### config.mk
export PLATFORM = sky130hd
export DESIGN_NAME = tune_word_rx
export DESIGN_NICKNAME = d
export VERILOG_FILES = /design/src/rtl/tune_word_pkg.sv /design/src/rtl/ser_sync.sv /design/src/rtl/tune_frame_fsm.sv /design/src/rtl/tune_hold_reg.sv /design/src/rtl/tune_word_rx.sv
export SDC_FILE = /design/constraint.sdc
export NUM_CORES = 1
export LEC_CHECK = 0
export BUFFER_PORTS_ARGS = -buffer_cell sky130_fd_sc_hd__buf_2
export CORE_UTILIZATION = 30
export DETAILED_ROUTE_END_ITERATION = 8
export SYNTH_ARGS = -nofsm -noshare
export SYNTH_HDL_FRONTEND = slang
export SYNTH_SLANG_ARGS = --single-unit
### constraint.sdc
create_clock -name clk -period 1.14 [get_ports clk]
set_input_delay 0.342 -clock clk [delete_from_list [all_inputs] [get_ports clk]]
set_output_delay 0.342 -clock clk [all_outputs]
set_load 0.01 [all_outputs]
### src/rtl/tune_word_pkg.sv
package tune_word_pkg;
    localparam int WORD_W      = 8;
    localparam int TUNE_W      = 5;
    localparam int STBY_POS    = 5;
    localparam int SYNC_STAGES = 2;

    typedef enum logic {
        ST_IDLE  = 1'b0,
        ST_FRAME = 1'b1
    } rx_state_e;
endpackage

### src/rtl/ser_sync.sv
module ser_sync #(
    parameter int LANES  = 3,
    parameter int STAGES = 2
) (
    input  logic             clk,
    input  logic             rst_n,
    input  logic [LANES-1:0] raw,
    output logic [LANES-1:0] level,
    output logic [LANES-1:0] rise,
    output logic [LANES-1:0] fall
);
    localparam int CHAIN_W = STAGES + 1;

    for (genvar g = 0; g < LANES; g++) begin : g_lane
        logic [CHAIN_W-1:0] chain;

        always_ff @(posedge clk or negedge rst_n) begin
            if (!rst_n) begin
                chain <= '0;
            end else begin
                chain <= {chain[CHAIN_W-2:0], raw[g]};
            end
        end

        assign level[g] = chain[STAGES-1];
        assign rise[g]  = chain[STAGES-1] & ~chain[STAGES];
        assign fall[g]  = ~chain[STAGES-1] & chain[STAGES];
    end
endmodule

### src/rtl/tune_frame_fsm.sv
module tune_frame_fsm
    import tune_word_pkg::*;
#(
    parameter int W = WORD_W
) (
    input  logic         clk,
    input  logic         rst_n,
    input  logic         en_lvl,
    input  logic         sclk_rise,
    input  logic         dat_lvl,
    output logic         load,
    output logic [W-1:0] shift_q
);
    rx_state_e state_q, state_d;
    logic      shift_en;

    always_ff @(posedge clk or negedge rst_n) begin
        if (!rst_n) begin
            state_q <= ST_IDLE;
        end else begin
            state_q <= state_d;
        end
    end

    always_comb begin
        state_d  = state_q;
        load     = 1'b0;
        shift_en = 1'b0;
        unique case (state_q)
            ST_IDLE: begin
                if (en_lvl) begin
                    state_d = ST_FRAME;
                end
            end
            ST_FRAME: begin
                if (!en_lvl) begin
                    state_d = ST_IDLE;
                    load    = 1'b1;
                end else begin
                    shift_en = sclk_rise;
                end
            end
            default: state_d = ST_IDLE;
        endcase
    end

    always_ff @(posedge clk or negedge rst_n) begin
        if (!rst_n) begin
            shift_q <= '0;
        end else if (shift_en) begin
            shift_q <= {shift_q[W-2:0], dat_lvl};
        end
    end

    assert_idle_no_shift_R7: assert property (@(posedge clk) disable iff (!rst_n)
        (state_q == ST_IDLE) |=> $stable(shift_q))
        else $error("shift register moved while idle");

    assert_msb_first_R2: assert property (@(posedge clk) disable iff (!rst_n)
        (state_q == ST_FRAME && en_lvl && sclk_rise) |=>
        (shift_q[0] == $past(dat_lvl) && shift_q[W-1:1] == $past(shift_q[W-2:0])))
        else $error("bit not shifted in at LSB");

    assert_load_once_R9: assert property (@(posedge clk) disable iff (!rst_n)
        load |=> !load)
        else $error("load strobe wider than one cycle");
endmodule

### src/rtl/tune_hold_reg.sv
module tune_hold_reg
    import tune_word_pkg::*;
#(
    parameter int W    = WORD_W,
    parameter int TW   = TUNE_W,
    parameter int SPOS = STBY_POS
) (
    input  logic          clk,
    input  logic          rst_n,
    input  logic          load,
    input  logic [W-1:0]  word_in,
    output logic [TW-1:0] tune_q,
    output logic          stby_q,
    output logic          applied_q
);
    always_ff @(posedge clk or negedge rst_n) begin
        if (!rst_n) begin
            tune_q    <= '0;
            stby_q    <= 1'b0;
            applied_q <= 1'b0;
        end else begin
            applied_q <= load;
            if (load) begin
                tune_q <= word_in[TW-1:0];
                stby_q <= word_in[SPOS];
            end
        end
    end

    assert_hold_between_loads_R4: assert property (@(posedge clk) disable iff (!rst_n)
        !load |=> $stable({stby_q, tune_q}))
        else $error("active word changed without load");

    assert_tune_field_R6: assert property (@(posedge clk) disable iff (!rst_n)
        load |=> (tune_q == $past(word_in[TW-1:0])))
        else $error("tuning field mismatch");

    assert_standby_bit_R5: assert property (@(posedge clk) disable iff (!rst_n)
        load |=> (stby_q == $past(word_in[SPOS])))
        else $error("standby bit mismatch");

    assert_single_pulse_R9: assert property (@(posedge clk) disable iff (!rst_n)
        applied_q |=> !applied_q)
        else $error("applied pulse too long");
endmodule

### src/rtl/tune_word_rx.sv
module tune_word_rx
    import tune_word_pkg::*;
#(
    parameter int W      = WORD_W,
    parameter int TW     = TUNE_W,
    parameter int SPOS   = STBY_POS,
    parameter int STAGES = SYNC_STAGES
) (
    input  logic          clk,
    input  logic          rst_n,
    input  logic          ser_en,
    input  logic          ser_clk,
    input  logic          ser_dat,
    output logic [TW-1:0] tune_state,
    output logic          standby,
    output logic          word_applied
);
    localparam int LANES = 3;
    localparam int L_EN  = 0;
    localparam int L_CLK = 1;
    localparam int L_DAT = 2;

    logic [LANES-1:0] raw, lvl, rise, fall;
    logic             load;
    logic [W-1:0]     shift_q;

    assign raw = {ser_dat, ser_clk, ser_en};

    ser_sync #(.LANES(LANES), .STAGES(STAGES)) u_sync (
        .clk   (clk),
        .rst_n (rst_n),
        .raw   (raw),
        .level (lvl),
        .rise  (rise),
        .fall  (fall)
    );

    tune_frame_fsm #(.W(W)) u_fsm (
        .clk       (clk),
        .rst_n     (rst_n),
        .en_lvl    (lvl[L_EN]),
        .sclk_rise (rise[L_CLK]),
        .dat_lvl   (lvl[L_DAT]),
        .load      (load),
        .shift_q   (shift_q)
    );

    tune_hold_reg #(.W(W), .TW(TW), .SPOS(SPOS)) u_hold (
        .clk       (clk),
        .rst_n     (rst_n),
        .load      (load),
        .word_in   (shift_q),
        .tune_q    (tune_state),
        .stby_q    (standby),
        .applied_q (word_applied)
    );

    assert_load_on_en_fall_R4: assert property (@(posedge clk) disable iff (!rst_n)
        load |-> fall[L_EN] || !lvl[L_EN])
        else $error("load without enable low");

    assert_applied_after_fall_R10: assert property (@(posedge clk) disable iff (!rst_n)
        word_applied |-> !lvl[L_EN] && !ser_sync_unused(rise[L_EN]))
        else $error("applied while enable high");

    function automatic logic ser_sync_unused(input logic v);
        return v;
    endfunction
endmodule

## Word-level counts from Yosys, hierarchy flattened

Cells that the tools add are included.

- Multiplexer cells: 5
- Bitwise logic cells: 2

Operators by type and width:

| operator | number |
|---|---|
| $mux 1 | 5 |
| $and 1x1->1 | 1 |
| $not 1->1 | 1 |

- Register bits: 21
- Input port bits: 5
- Output and inout bits: 7
- Logic and storage cells: 15

## Depth between registers and ports, before layout

- Depth in word-level cells: 4
- Depth in mapped cells: 3
- Gate-level depth less buffers: 2

## Modules after synthesis

Synthesis repeated with hierarchy kept, for this count alone.

- Cell total of the unflattened synthesis: 51
- Area total of the unflattened synthesis: 903.4 µm²

Modules (own cells, without submodules):

| module | times used | cells an instance | area each (µm²) | seq. area each (µm²) |
|---|---|---|---|---|
| tune_frame_fsm | 1 | 19 | 341.6 | 225.2 |
| ser_sync | 1 | 18 | 285.3 | 225.2 |
| tune_hold_reg | 1 | 14 | 276.5 | 175.2 |

## Worst setup path after synthesis

Ideal clock, no wire load.

- Path kind: reg-to-reg
- From: reg u_sync.g_lane[0].chain[1]
- To: reg u_hold.stby_q
- Library setup time: 0.125 ns
- Arrival: 0.972 ns
- Required time: 1.015 ns
- Path slack: 0.043 ns
- Cell stages (with the launch flop): 4
- Buffers on the path: 1
- Clock period less this slack: 1.097 ns
- Path through: dfrtp_1 > nor2b_1 > buf_6 > mux2_4

- Cells in the longest elaborated chain, start to end: 2

RTL lines:

| item | RTL line | source |
|---|---|---|
| start: declaration | ser_sync.sv:15 | `logic [CHAIN_W-1:0] chain;` |
| start signal: assignment | ser_sync.sv:21 | `chain <= {chain[CHAIN_W-2:0], raw[g]};` |
| $mux 1 | tune_frame_fsm.sv:36 | `if (!en_lvl) begin` |
| $mux 1 | tune_frame_fsm.sv:29 | `unique case (state_q)` |
| via load | tune_word_rx.sv:24 | `logic load;` |
| end signal: assignment | tune_hold_reg.sv:25 | `stby_q <= word_in[SPOS];` |
| end: declaration | tune_hold_reg.sv:13 | `output logic stby_q,` |

The timed path passes the listed nets, and every way through them passes these cells.
A chain may end at the register's enable or synchronous reset.

## Worst setup path in the final report

- From: reg u_hold.tune_q[0]
- To: out tune_state[0]

RTL lines:

| item | RTL line | source |
|---|---|---|
| start: declaration | tune_hold_reg.sv:12 | `output logic [TW-1:0] tune_q,` |
| start signal: assignment | tune_hold_reg.sv:24 | `tune_q <= word_in[TW-1:0];` |
| end: declaration | tune_word_rx.sv:14 | `output logic [TW-1:0] tune_state,` |

No word-level cell between the ends.

==> impl_metrics.tcl <==
set metrics [dict create \
    die_w_um 51.1 \
    max_stage_delay_ns 0.41 \
    timing.rr.start "u_fsm.state_q$_DFF_PN0_" \
    synthAdderAreaFrac 0 \
    dieArea_mm2 0.00262 \
    num_vias 354 \
    skew_ns 0.00723 \
    grt_pass1_wl_um 1620 \
    netlist_instances 36 \
    drt_pass1_iterations 1 \
    routed_via_density 4.12 \
    hold_violations 0 \
    crit_family "flip-flops" \
    final_util 0.401 \
    overflow 0 \
    min-delay-start "ser_en" \
    worstPathCellList "buf_2" \
    start_kind "flop" \
    ant_nets 0 \
    syn_to_final_growth_pct 24.7 \
    synthSimpleGateAreaFrac 0.0415 \
    synth_mux_area_frac 0.218 \
    fill_cells 222 \
    core_mm2 0.00225 \
    min_period_ns 1.20 \
    ir_drop_v 0.00100 \
    syn_area_um2 724 \
    cts_tree "done" \
    cts.reportedPaths.clkPinSlew_ns 0.11 \
    worstSetupPathType "flop to output pin" \
    post_drt_wl_per_cell_um 11.0 \
    critical_path_buf_inv_count 1 \
    grt_max_degree 22 \
    layout-drive-gt1-share 0.586 \
    cp-startpoint "u_hold.tune_q[0]$_DFFE_PN0P_" \
    clock_tree.root_cell "clkbuf_4" \
    grt_usage 0.0869 \
    clkLatencyLatePin_ns 0.29 \
    dr.first_iter.drc_count 0 \
    synth_compound_area_frac 0 \
    ys_ff_latch 21 \
    cp.arrival_ns 0.85 \
    synth-xor-area-share 0 \
    slew_viol_final 0 \
    nNetsFinal 64 \
    final_cell_mix "dfrtp_1, buf_2, mux2_4" \
    max_freq_mhz 837 \
    path_max_fanout 2 \
    synth_cell_types 6 \
    synth_top_family_by_area "multiplexers" \
    violations "setup timing" \
    antenna_found_initial 0 \
    outcome "finished, violations left" \
    p_per_area_mw_per_mm2 1880 \
    yosysWarnings 0 \
    cp.required_ns 0.80 \
    synthesis.nets 41 \
    cap_violations 0 \
    period_share 1.05 \
    maxSlewHeadroom 0.699 \
    slowest_stage "dfrtp_1" \
    ys_seq_area_frac 0.725 \
    diodes 0 \
    p_leak_nw 0.470 \
    fin_ws_ns -0.0551 \
    clockBufferDepth 2 \
    setup_violations 6 \
    cts.sinks 21 \
    worstMarginPinSlew_ns 0.451 \
    min_path_type "input port to flop" \
    cts_inserted_buffers 3 \
    grt_setup_unrepaired "yes" \
    grt_pass1_vias 368 \
    rows 17 \
    wirelength_um 949 \
    end_kind "output pin" \
    p_total_w 0.00169 \
    drc 0 \
    die_y_um 51.1 \
    h-tree-depth 1 \
    avgSynthCellArea_um2 20.1 \
    num_io_pins 12 \
    io_buffers 11 \
    layout_commonest_cell "dfrtp_1" \
    gp_congestion 0.588 \
    initial_core_util 0.321 \
]
## through the flow
step	instance area [um2]	instances	hold slack (ns)	worst slack (ns)	TNS (ns)
after global placement	818	76	0.316	0.0294	0
after floorplan	724	36	0.0464	0.0429	0
after global routing	903	86	0.122	-0.105	-0.780
final	903	86	0.150	-0.0551	-0.169
after CTS	892	86	0.137	-0.0713	-0.296
after detailed placement	818	76	0.319	0.0192	0
## metal layers
layer,track usage,up-vias,routed length [um]
met1,0.106,174,513
met2,0.132,11,392
met4,0.0139,0,0
li1,-,169,-
met5,0,-,0
met3,0.0536,0,43
## cells in the mapped netlist
master | count | area [um2]
buf_6 | 1 | 11.3
dfrtp_1 | 21 | 526
mux2_2 | 6 | 67.6
mux2_4 | 6 | 90.1
nand4b_4 | 1 | 23.8
nor2b_1 | 1 | 6.26
## flip-flops by register name, summed over array words and instances (netlist names)
register,cells
u_fsm.shift_q,6
u_fsm.state_q,1
u_hold.applied_q,1
u_hold.stby_q,1
u_hold.tune_q,5
u_sync.g_lane.chain,7
## path summary, 6_finish.rpt
kind                                                        to  slack, ns  depth (start not counted)
hold reg to reg            u_sync.g_lane[0].chain[1]$_DFF_PN0_       0.36                          0
min in group asynchronous            u_hold.stby_q$_DFFE_PN0P_       0.51                          2
setup / recovery                                 tune_state[0]      -0.06                          1
hold / removal             u_sync.g_lane[0].chain[0]$_DFF_PN0_       0.15                          1
max in group asynchronous  u_sync.g_lane[0].chain[0]$_DFF_PN0_       0.31                          2
setup reg to reg                  u_hold.tune_q[3]$_DFFE_PN0P_          0                          3
## area by class of cell
class                   count  area, um2  area share
well taps                  28       35.0      0.0388
repair buffers             19        121       0.134
flip-flops and latches     21        526       0.582
multi-input cells          14        195       0.216
clock buffers               4       26.3      0.0291
## power by group
group | switching [W] | total [W] | internal [W]
Clock | 0.000206 | 0.000342 | 0.000136
Sequential | 0.0000844 | 0.000966 | 0.000882
Combinational | 0.000124 | 0.000386 | 0.000262
Total | 0.000414 | 0.00169 | 0.00128
## what timing repair did
item                                    in CTS  in global routing
hold buffers                                 1                  0
resized for setup                            0                  3
endpoints found under the hold margin       21                  0
endpoints found under the setup margin       8                 19
buffers inserted                             5                  0
## kinds of logic after synthesis
group / count (synthesis)
flip-flops: 21
multiplexers: 12
buffers and inverters: 1
AND/OR/NAND/NOR: 2
(Power assumes the default switching activity.)
